<file path="config.mk">
export PLATFORM = sky130hd
export DESIGN_NAME = line_xfer_seq
export DESIGN_NICKNAME = d
export VERILOG_FILES = /design/src/rtl/lxs_pkg.sv /design/src/rtl/lxs_hold_timer.sv /design/src/rtl/lxs_mode_map.sv /design/src/rtl/line_xfer_seq.sv
export SDC_FILE = /design/constraint.sdc
export NUM_CORES = 1
export LEC_CHECK = 0
export ABC_AREA = 1
export BUFFER_PORTS_ARGS = -buffer_cell sky130_fd_sc_hd__clkbuf_2
export CAP_MARGIN = 10
export CELL_PAD_IN_SITES_DETAIL_PLACEMENT = 1
export CELL_PAD_IN_SITES_GLOBAL_PLACEMENT = 1
export CORE_MARGIN = 5
export CORE_UTILIZATION = 43
export DETAILED_ROUTE_END_ITERATION = 16
export PLACE_DENSITY = 0.9
export SLEW_MARGIN = 20
export SYNTH_ARGS = -nofsm -noshare
export SYNTH_HDL_FRONTEND = slang
export SYNTH_SLANG_ARGS = --single-unit
</file>
<file path="constraint.sdc">
create_clock -name clk -period 3.3 [get_ports clk]
set_input_delay 0.66 -clock clk [delete_from_list [all_inputs] [get_ports clk]]
set_output_delay 0.66 -clock clk [all_outputs]
set_load 0.01 [all_outputs]
</file>
<file path="src/rtl/lxs_pkg.sv">
package lxs_pkg;
   typedef enum logic [1:0] {
      XF_DIRECT   = 2'b00,
      XF_CODE_GAP = 2'b01,
      XF_OVR_GAP  = 2'b10,
      XF_SPARE    = 2'b11
   } xfer_mode_e;

   typedef enum logic [2:0] {
      SQ_OFF   = 3'd0,
      SQ_RING  = 3'd1,
      SQ_TALK  = 3'd2,
      SQ_CGAP  = 3'd3,
      SQ_OGAP  = 3'd4
   } seq_state_e;
endpackage

</file>
<file path="src/rtl/lxs_hold_timer.sv">
module lxs_hold_timer #(
   parameter int HOLD_CYC = 25000,
   parameter int MID_CYC  = HOLD_CYC / 2
) (
   input  logic clk,
   input  logic rst_n,
   input  logic run_i,
   output logic mid_o,
   output logic last_o,
   output logic past_mid_o
);
   localparam int CW = $clog2(HOLD_CYC + 1);
   localparam logic [CW-1:0] MID_AT  = CW'(MID_CYC - 1);
   localparam logic [CW-1:0] LAST_AT = CW'(HOLD_CYC - 1);

   generate
      if (HOLD_CYC < 2) begin : g_bad_hold
         $error("HOLD_CYC must be at least 2");
      end
      if (MID_CYC < 1 || MID_CYC >= HOLD_CYC) begin : g_bad_mid
         $error("MID_CYC must lie inside the hold");
      end
   endgenerate

   logic [CW-1:0] cnt_q;
   logic          pm_q;

   always_ff @(posedge clk) begin
      if (!rst_n || !run_i) begin
         cnt_q <= '0;
         pm_q  <= 1'b0;
      end else begin
         cnt_q <= cnt_q + 1'b1;
         if (mid_o) pm_q <= 1'b1;
      end
   end

   assign mid_o      = run_i && (cnt_q == MID_AT);
   assign last_o     = run_i && (cnt_q == LAST_AT);
   assign past_mid_o = pm_q;
endmodule

</file>
<file path="src/rtl/lxs_mode_map.sv">
module lxs_mode_map
   import lxs_pkg::*;
#(
   parameter bit SPARE_IS_GAP = 1'b1
) (
   input  logic [1:0] mode_i,
   output xfer_mode_e mode_o
);
   generate
      if (SPARE_IS_GAP) begin : g_spare_gap
         always_comb mode_o = (mode_i == XF_SPARE) ? XF_CODE_GAP : xfer_mode_e'(mode_i);
      end else begin : g_spare_direct
         always_comb mode_o = (mode_i == XF_SPARE) ? XF_DIRECT : xfer_mode_e'(mode_i);
      end
   endgenerate
endmodule

</file>
<file path="src/rtl/line_xfer_seq.sv">
module line_xfer_seq
   import lxs_pkg::*;
#(
   parameter int HOLD_CYC     = 25000,
   parameter int MID_CYC      = HOLD_CYC / 2,
   parameter bit SPARE_IS_GAP = 1'b1
) (
   input  logic       clk,
   input  logic       rst_n,
   input  logic       ring_req_i,
   input  logic       talk_req_i,
   input  logic [1:0] mode_i,
   output logic       ring_sel_o,
   output logic       test_sel_o,
   output logic       latch_o,
   output logic       ovr_pull_o,
   output logic       busy_o,
   output logic       done_o
);
   seq_state_e st_q, st_d;
   xfer_mode_e rmode;
   logic       done_q, done_d;
   logic       tmr_mid, tmr_last, tmr_past_mid;
   logic       in_gap;

   lxs_mode_map #(.SPARE_IS_GAP(SPARE_IS_GAP)) u_map (
      .mode_i (mode_i),
      .mode_o (rmode)
   );

   assign in_gap = (st_q == SQ_CGAP) || (st_q == SQ_OGAP);

   lxs_hold_timer #(.HOLD_CYC(HOLD_CYC), .MID_CYC(MID_CYC)) u_tmr (
      .clk        (clk),
      .rst_n      (rst_n),
      .run_i      (in_gap),
      .mid_o      (tmr_mid),
      .last_o     (tmr_last),
      .past_mid_o (tmr_past_mid)
   );

   always_comb begin
      st_d   = st_q;
      done_d = 1'b0;
      unique case (st_q)
         SQ_OFF, SQ_TALK: if (ring_req_i && !talk_req_i) st_d = SQ_RING;
         SQ_RING: begin
            if (talk_req_i) begin
               unique case (rmode)
                  XF_DIRECT:   begin st_d = SQ_TALK; done_d = 1'b1; end
                  XF_OVR_GAP:  st_d = SQ_OGAP;
                  default:     st_d = SQ_CGAP;
               endcase
            end
         end
         SQ_CGAP, SQ_OGAP: begin
            if (tmr_last) begin
               st_d   = SQ_TALK;
               done_d = 1'b1;
            end
         end
         default: st_d = SQ_OFF;
      endcase
   end

   always_ff @(posedge clk) begin
      if (!rst_n) begin
         st_q   <= SQ_OFF;
         done_q <= 1'b0;
      end else begin
         st_q   <= st_d;
         done_q <= done_d;
      end
   end

   assign ring_sel_o = (st_q == SQ_OFF) || (st_q == SQ_RING) || (st_q == SQ_CGAP)
                       || ((st_q == SQ_OGAP) && !tmr_past_mid);
   assign test_sel_o = (st_q == SQ_OFF) || (st_q == SQ_CGAP);
   assign ovr_pull_o = (st_q == SQ_OGAP);
   assign busy_o     = in_gap;
   assign done_o     = done_q;
   assign latch_o    = 1'b0;

   logic unused_mid;
   assign unused_mid = tmr_mid;
endmodule

</file>
### After elaboration in Yosys (flattened, before gate mapping)

Index checks and enable logic that the tools add are counted.
W data, S select, Z words.

* register bits after elaboration: 20
* bits in latches: 0
* memory bits (writable): 0
* memory bits (read-only): 0
* bits of input ports: 6
* memories kept: 0

* $add $sub $neg: 1
* multipliers: 0
* divide/modulo/power cells: 0
* order comparisons: 0
* equality and inequality tests: 11
* shift operators: 0
* muxes and demuxes: 10
* bitwise logic cells: 0
* reduce and logical (&&, ||, !) cells: 19

Operators by type and width (count)
* $add A15 B1 Y15 const B: 1
* $eq A15 B14 Y1 const B: 1
* $eq A15 B15 Y1 const B: 1
* $mux W3: 3
* $pmux W3 S3: 1
* $eq A3 B2 Y1 const B: 2
* $logic_or A1 B1 Y1: 6
* $ne A2 B2 Y1 const B: 3
* $pmux W3 S2: 1
* $eq A2 B2 Y1 const B: 2
* $logic_and A1 B1 Y1: 4
* $logic_not A1 Y1: 4
* $reduce_or A2 Y1: 2
* $eq A3 B1 Y1 const B: 1
* $eq A3 B3 Y1 const B: 1
* $logic_not A3 Y1: 1
* $mux W1: 3
* $reduce_and A3 Y1: 1
* $logic_not A2 Y1: 1
* $mux W2: 1
* $pmux W1 S2: 1

### Longest topological paths before layout

* word-level depth: 6
* gate-level depth with buffers: 9
* mapped depth without buffers: 9

### Cells and area by module

Synthesis repeated with hierarchy kept, for this count alone.

* cell total of the unflattened synthesis: 191
* area total of the unflattened synthesis: 1191.1 um^2

By module, submodules not included
* lxs_hold_timer: instances 1, cells an instance 134, area an instance 867.1 um^2, seq. area each 320.3 um^2
* line_xfer_seq: instances 1, cells an instance 54, area an instance 312.8 um^2, seq. area each 80.1 um^2
* lxs_mode_map: instances 1, cells an instance 3, area an instance 11.3 um^2, seq. area each 0.0 um^2

### Least setup slack after synthesis

Ideal clock, no wire load.

* path kind: flip-flop to output port
* from: reg st_q[1]
* to: out ring_sel_o
* data arrival time: 0.805 ns
* slack: 1.835 ns
* stages on the path, launching flop included: 4
* buffers on the path: 0
* cells stage by stage: dfxtp_1 nor2_1 nand2_1 o2111ai_1

* cells in the longest elaborated chain, start to end: 4
* elaborated cells on any way between the ends: 8
* those cells by class: eq/ne: 3; reduce/logical: 5

Ends and longest elaborated chain
* from (decl): RTL line line_xfer_seq.sv:20 `seq_state_e st_q, st_d;`
* from (signal assigned): RTL line line_xfer_seq.sv:71 `st_q <= st_d;`
* $eq A3 B1 Y1 / $logic_not A3 Y1 (equally long branches): RTL line line_xfer_seq.sv:76 `assign ring_sel_o = (st_q == SQ_OFF) || (st_q == SQ_RING) || (st_q == SQ_CGAP)`
* $logic_or A1 B1 Y1 (2 in a row): RTL line line_xfer_seq.sv:76
* $logic_or A1 B1 Y1 *: RTL line line_xfer_seq.sv:77 `|| ((st_q == SQ_OGAP) && !tmr_past_mid);`
* to (decl): RTL line line_xfer_seq.sv:13 `output logic ring_sel_o,`

Mark *: on every way between the ends. The rest lies on a longest branch, timed or not.

### Final worst setup path

* from: reg st_q[2]
* to: out ring_sel_o

Same word-level chain as after synthesis.

==> impl_metrics.env <==
export IMPL_diodes=0
export IMPL_grt_pass1_wl_mm=4.70
export IMPL_cp_top_family="flip-flops"
export IMPL_cts_root_buf="clkbuf_4"
export IMPL_ys_seq_area_share_pct=36.7
export IMPL_place_congestion=0.839
export IMPL_critPathSlowestCell="dfxtp_1"
export IMPL_switching_share_pct=36.9
export IMPL_yosys_warnings=0
export IMPL_synthSimpleGateAreaFrac_pct=38.4
export IMPL_nFillCells=344
export IMPL_synth_top_area_share_pct=36.7
export IMPL_post_cts_resize_count=0
export IMPL_p_int_uw=396
export IMPL_ant_nets=0
export IMPL_worst_slack_ns=1.27
export IMPL_slew_viol_final=0
export IMPL_final_nets=182
export IMPL_cts_tree="done"
export IMPL_dieArea_sq_um=3640
export IMPL_synth_mux_area_share_pct=0
export IMPL_synth_compound_area_share_pct=10.1
export IMPL_synth_edf_count=0
export IMPL_fin_worst_skew_ns=0.00453
export IMPL_cp_start_kind="flip-flop"
export IMPL_worst_setup_path_type="reg2out"
export IMPL_cp_cell_sequence="inv_1 -> nand2_1 -> inv_1 -> nand2_1 -> o2111ai_1 -> clkbuf_2"
export IMPL_power_frac_comb_pct=33.2
export IMPL_drtIter0Drc=39
export IMPL_io_pins=12
export IMPL_synth_top_family_by_area="simple AND/OR/NAND/NOR gates"
export IMPL_slowest_delay_ns=0.42
export IMPL_required_ns=2.64
export IMPL_die_width_um=60.4
export IMPL_setup_tns_ns=0
export IMPL_htree_levels=1
export IMPL_worstSetupEndpointType="output pin"
export IMPL_synth_area_per_cell_sq_um=6.73
export IMPL_postCtsHoldBufs=0
export IMPL_synth_async_reset_ratio_pct=0
export IMPL_hold_class="reg2reg"
export IMPL_status="finished clean"
export IMPL_synth_cell_type_count=27
export IMPL_max_clock_path_buffers=2
export IMPL_cts_num_sinks=20
export IMPL_synth_top_area_cell="dfxtp_1"
export IMPL_synthXorXnorAreaFrac_pct=4.01
export IMPL_port_buffers=10
export IMPL_start_util_pct=44.4
export IMPL_synth_nets=169
export IMPL_clock_latency_ns=0.30
export IMPL_maxCapViolCount=0
export IMPL_pwr_share_seq_pct=43.7
export IMPL_p_sw_uw=231
export IMPL_viasPerCell=5.01
export IMPL_overflow=0
export IMPL_synthAdderAreaFrac_pct=1.15
export IMPL_numCtsBuffers=3
export IMPL_irDropWorstVdd_v=0.000428
export IMPL_yosys_register_bits=20
export IMPL_critical_path_max_fanout=4
export IMPL_fp_row_count=18
export IMPL_path_buf_inv=3
export IMPL_power_frac_clock_pct=23.2
export IMPL_synth_cell_area_sq_um=1090
export IMPL_rsz0062_at_grt="no"
export IMPL_synth_ff_type="dfxtp_1"
export IMPL_synth_area_leaders="dfxtp_1, nand2_1, nor2_1"
export IMPL_drc=0
export IMPL_gr_usage_all_layers_pct=16.9
export IMPL_hold_viol=0
export IMPL_via_count=1023
export IMPL_syn_instance_count=162
export IMPL_antenna_found_initial=0
export IMPL_cts_setup_buffers=0
export IMPL_clk_pin_slew_ns=0.11
export IMPL_setup_violations=0
export IMPL_drive_above_1_share_pct=17.2
export IMPL_routed_wl_mm=2.69
export IMPL_post_dp_hpwl_mm=2.16
export IMPL_place_ws_ns=1.62
export IMPL_syn2layout_area_growth_pct=9.63
export IMPL_fin_crit_sh_pct=61.4
export IMPL_period_needed_ns=2.03
export IMPL_core_sq_um=2450
export IMPL_grt_pass1_vias=1079
export IMPL_holdWs_ns=0.461
export IMPL_max_freq_mhz=493
export IMPL_firstDrtPassIters=4
export IMPL_power_leakage_nw=0.458
export IMPL_grt_max_degree=15
export IMPL_cellPowerDensity_nw_per_um2=525
export IMPL_critical_path_arrival_ns=1.37
export IMPL_power_uw=628
export IMPL_die_y_um=60.4
export IMPL_wl_per_cell_um=13.2
## flip-flops by register name (all words and copies together) (netlist names)
name,count
u_tmr.cnt_q,15
st_q,3
done_o,1
u_tmr.past_mid_o,1
## final timing paths
kind              cells past startpoint  slack [ns]               to      startpoint
setup / recovery                      6        1.27       ring_sel_o         st_q[2]
hold / removal                        1        0.46   u_tmr.cnt_q[0]  u_tmr.cnt_q[0]
setup reg to reg                      8        1.84  u_tmr.cnt_q[10]  u_tmr.cnt_q[0]
hold reg to reg                       1        0.46   u_tmr.cnt_q[0]  u_tmr.cnt_q[0]
## per-layer routing
| metal | vias up | routed length [um] | track usage [%] |
|---|---|---|---|
| met1 | 484 | 1240 | 21.2 |
| met2 | 5 | 1380 | 30.2 |
| met5 | - | 0 | 0 |
| met3 | 4 | 37 | 1.91 |
| li1 | 530 | - | - |
| met4 | 0 | 28 | 4.75 |
## per-stage QoR
| stage | cell area (sq um) | utilization, % | instances |
|---|---|---|---|
| after global placement | 1160 | 47.2 | 200 |
| final | 1200 | 48.7 | 204 |
| after CTS | 1200 | 48.7 | 204 |
| after global routing | 1200 | 48.7 | 204 |
| after floorplan | 1090 | - | 162 |
| after detailed placement | 1160 | 47.2 | 200 |
## final cells by class
class,count,area (sq um),share of cell area (%)
Clock buffer,4,36.3,3.03
Inverter,22,82.6,6.90
Multi-Input combinational cell,118,589,49.3
Sequential cell,20,400,33.5
Tap cell,30,37.5,3.14
Timing Repair Buffer,10,50.0,4.18
## synth_stat cells (all sizes together) (2+ instances only)
| master | count |
|---|---|
| inv | 22 |
| nor4 | 3 |
| nand3b | 2 |
| xor2 | 5 |
| nor2 | 34 |
| o21ai | 2 |
| nand2 | 43 |
| dfxtp | 20 |
| a21oi | 11 |
| nand3 | 7 |
| nor3 | 3 |
| buf | 2 |
## placed cells by master, fill, tap and decap left out, types with 4 or more instances in the layout
master	Yosys	final
xor2_1	5	5
nand3_1	7	7
inv_1	19	19
nand2_2	4	4
a21oi_1	8	8
nand2_1	39	39
dfxtp_1	20	20
clkbuf_2	0	10
nor2_1	29	29
## cell families after synthesis
group                    Yosys count
flip-flops                        20
adder cells (fa/ha/maj)            1
AO/OA/AOI/OAI                     17
other                              1
AND/OR/NAND/NOR                   94
XOR/XNOR                           5
buffers and inverters             24
## worst reg2reg max path, cell delays in order (launching register included)
cell,delay (ns)
dfxtp_1,0.37
ha_1,0.25
nand2_2,0.10
nor2_4,0.12
nand2_2,0.12
nor2_4,0.13
nand2_1,0.08
xor2_1,0.16
nor2_2,0.04
## power groups by stage
stage                     Clock [mW]  Combinational, mW  Sequential, mW
after global placement             0              0.195           0.278
after global routing           0.159              0.233           0.277
after CTS                      0.151              0.212           0.274
final                          0.145              0.208           0.274
after detailed placement           0              0.211           0.279
after floorplan                    0              0.149           0.275
Note: power is estimated with default switching activity, not from simulation.
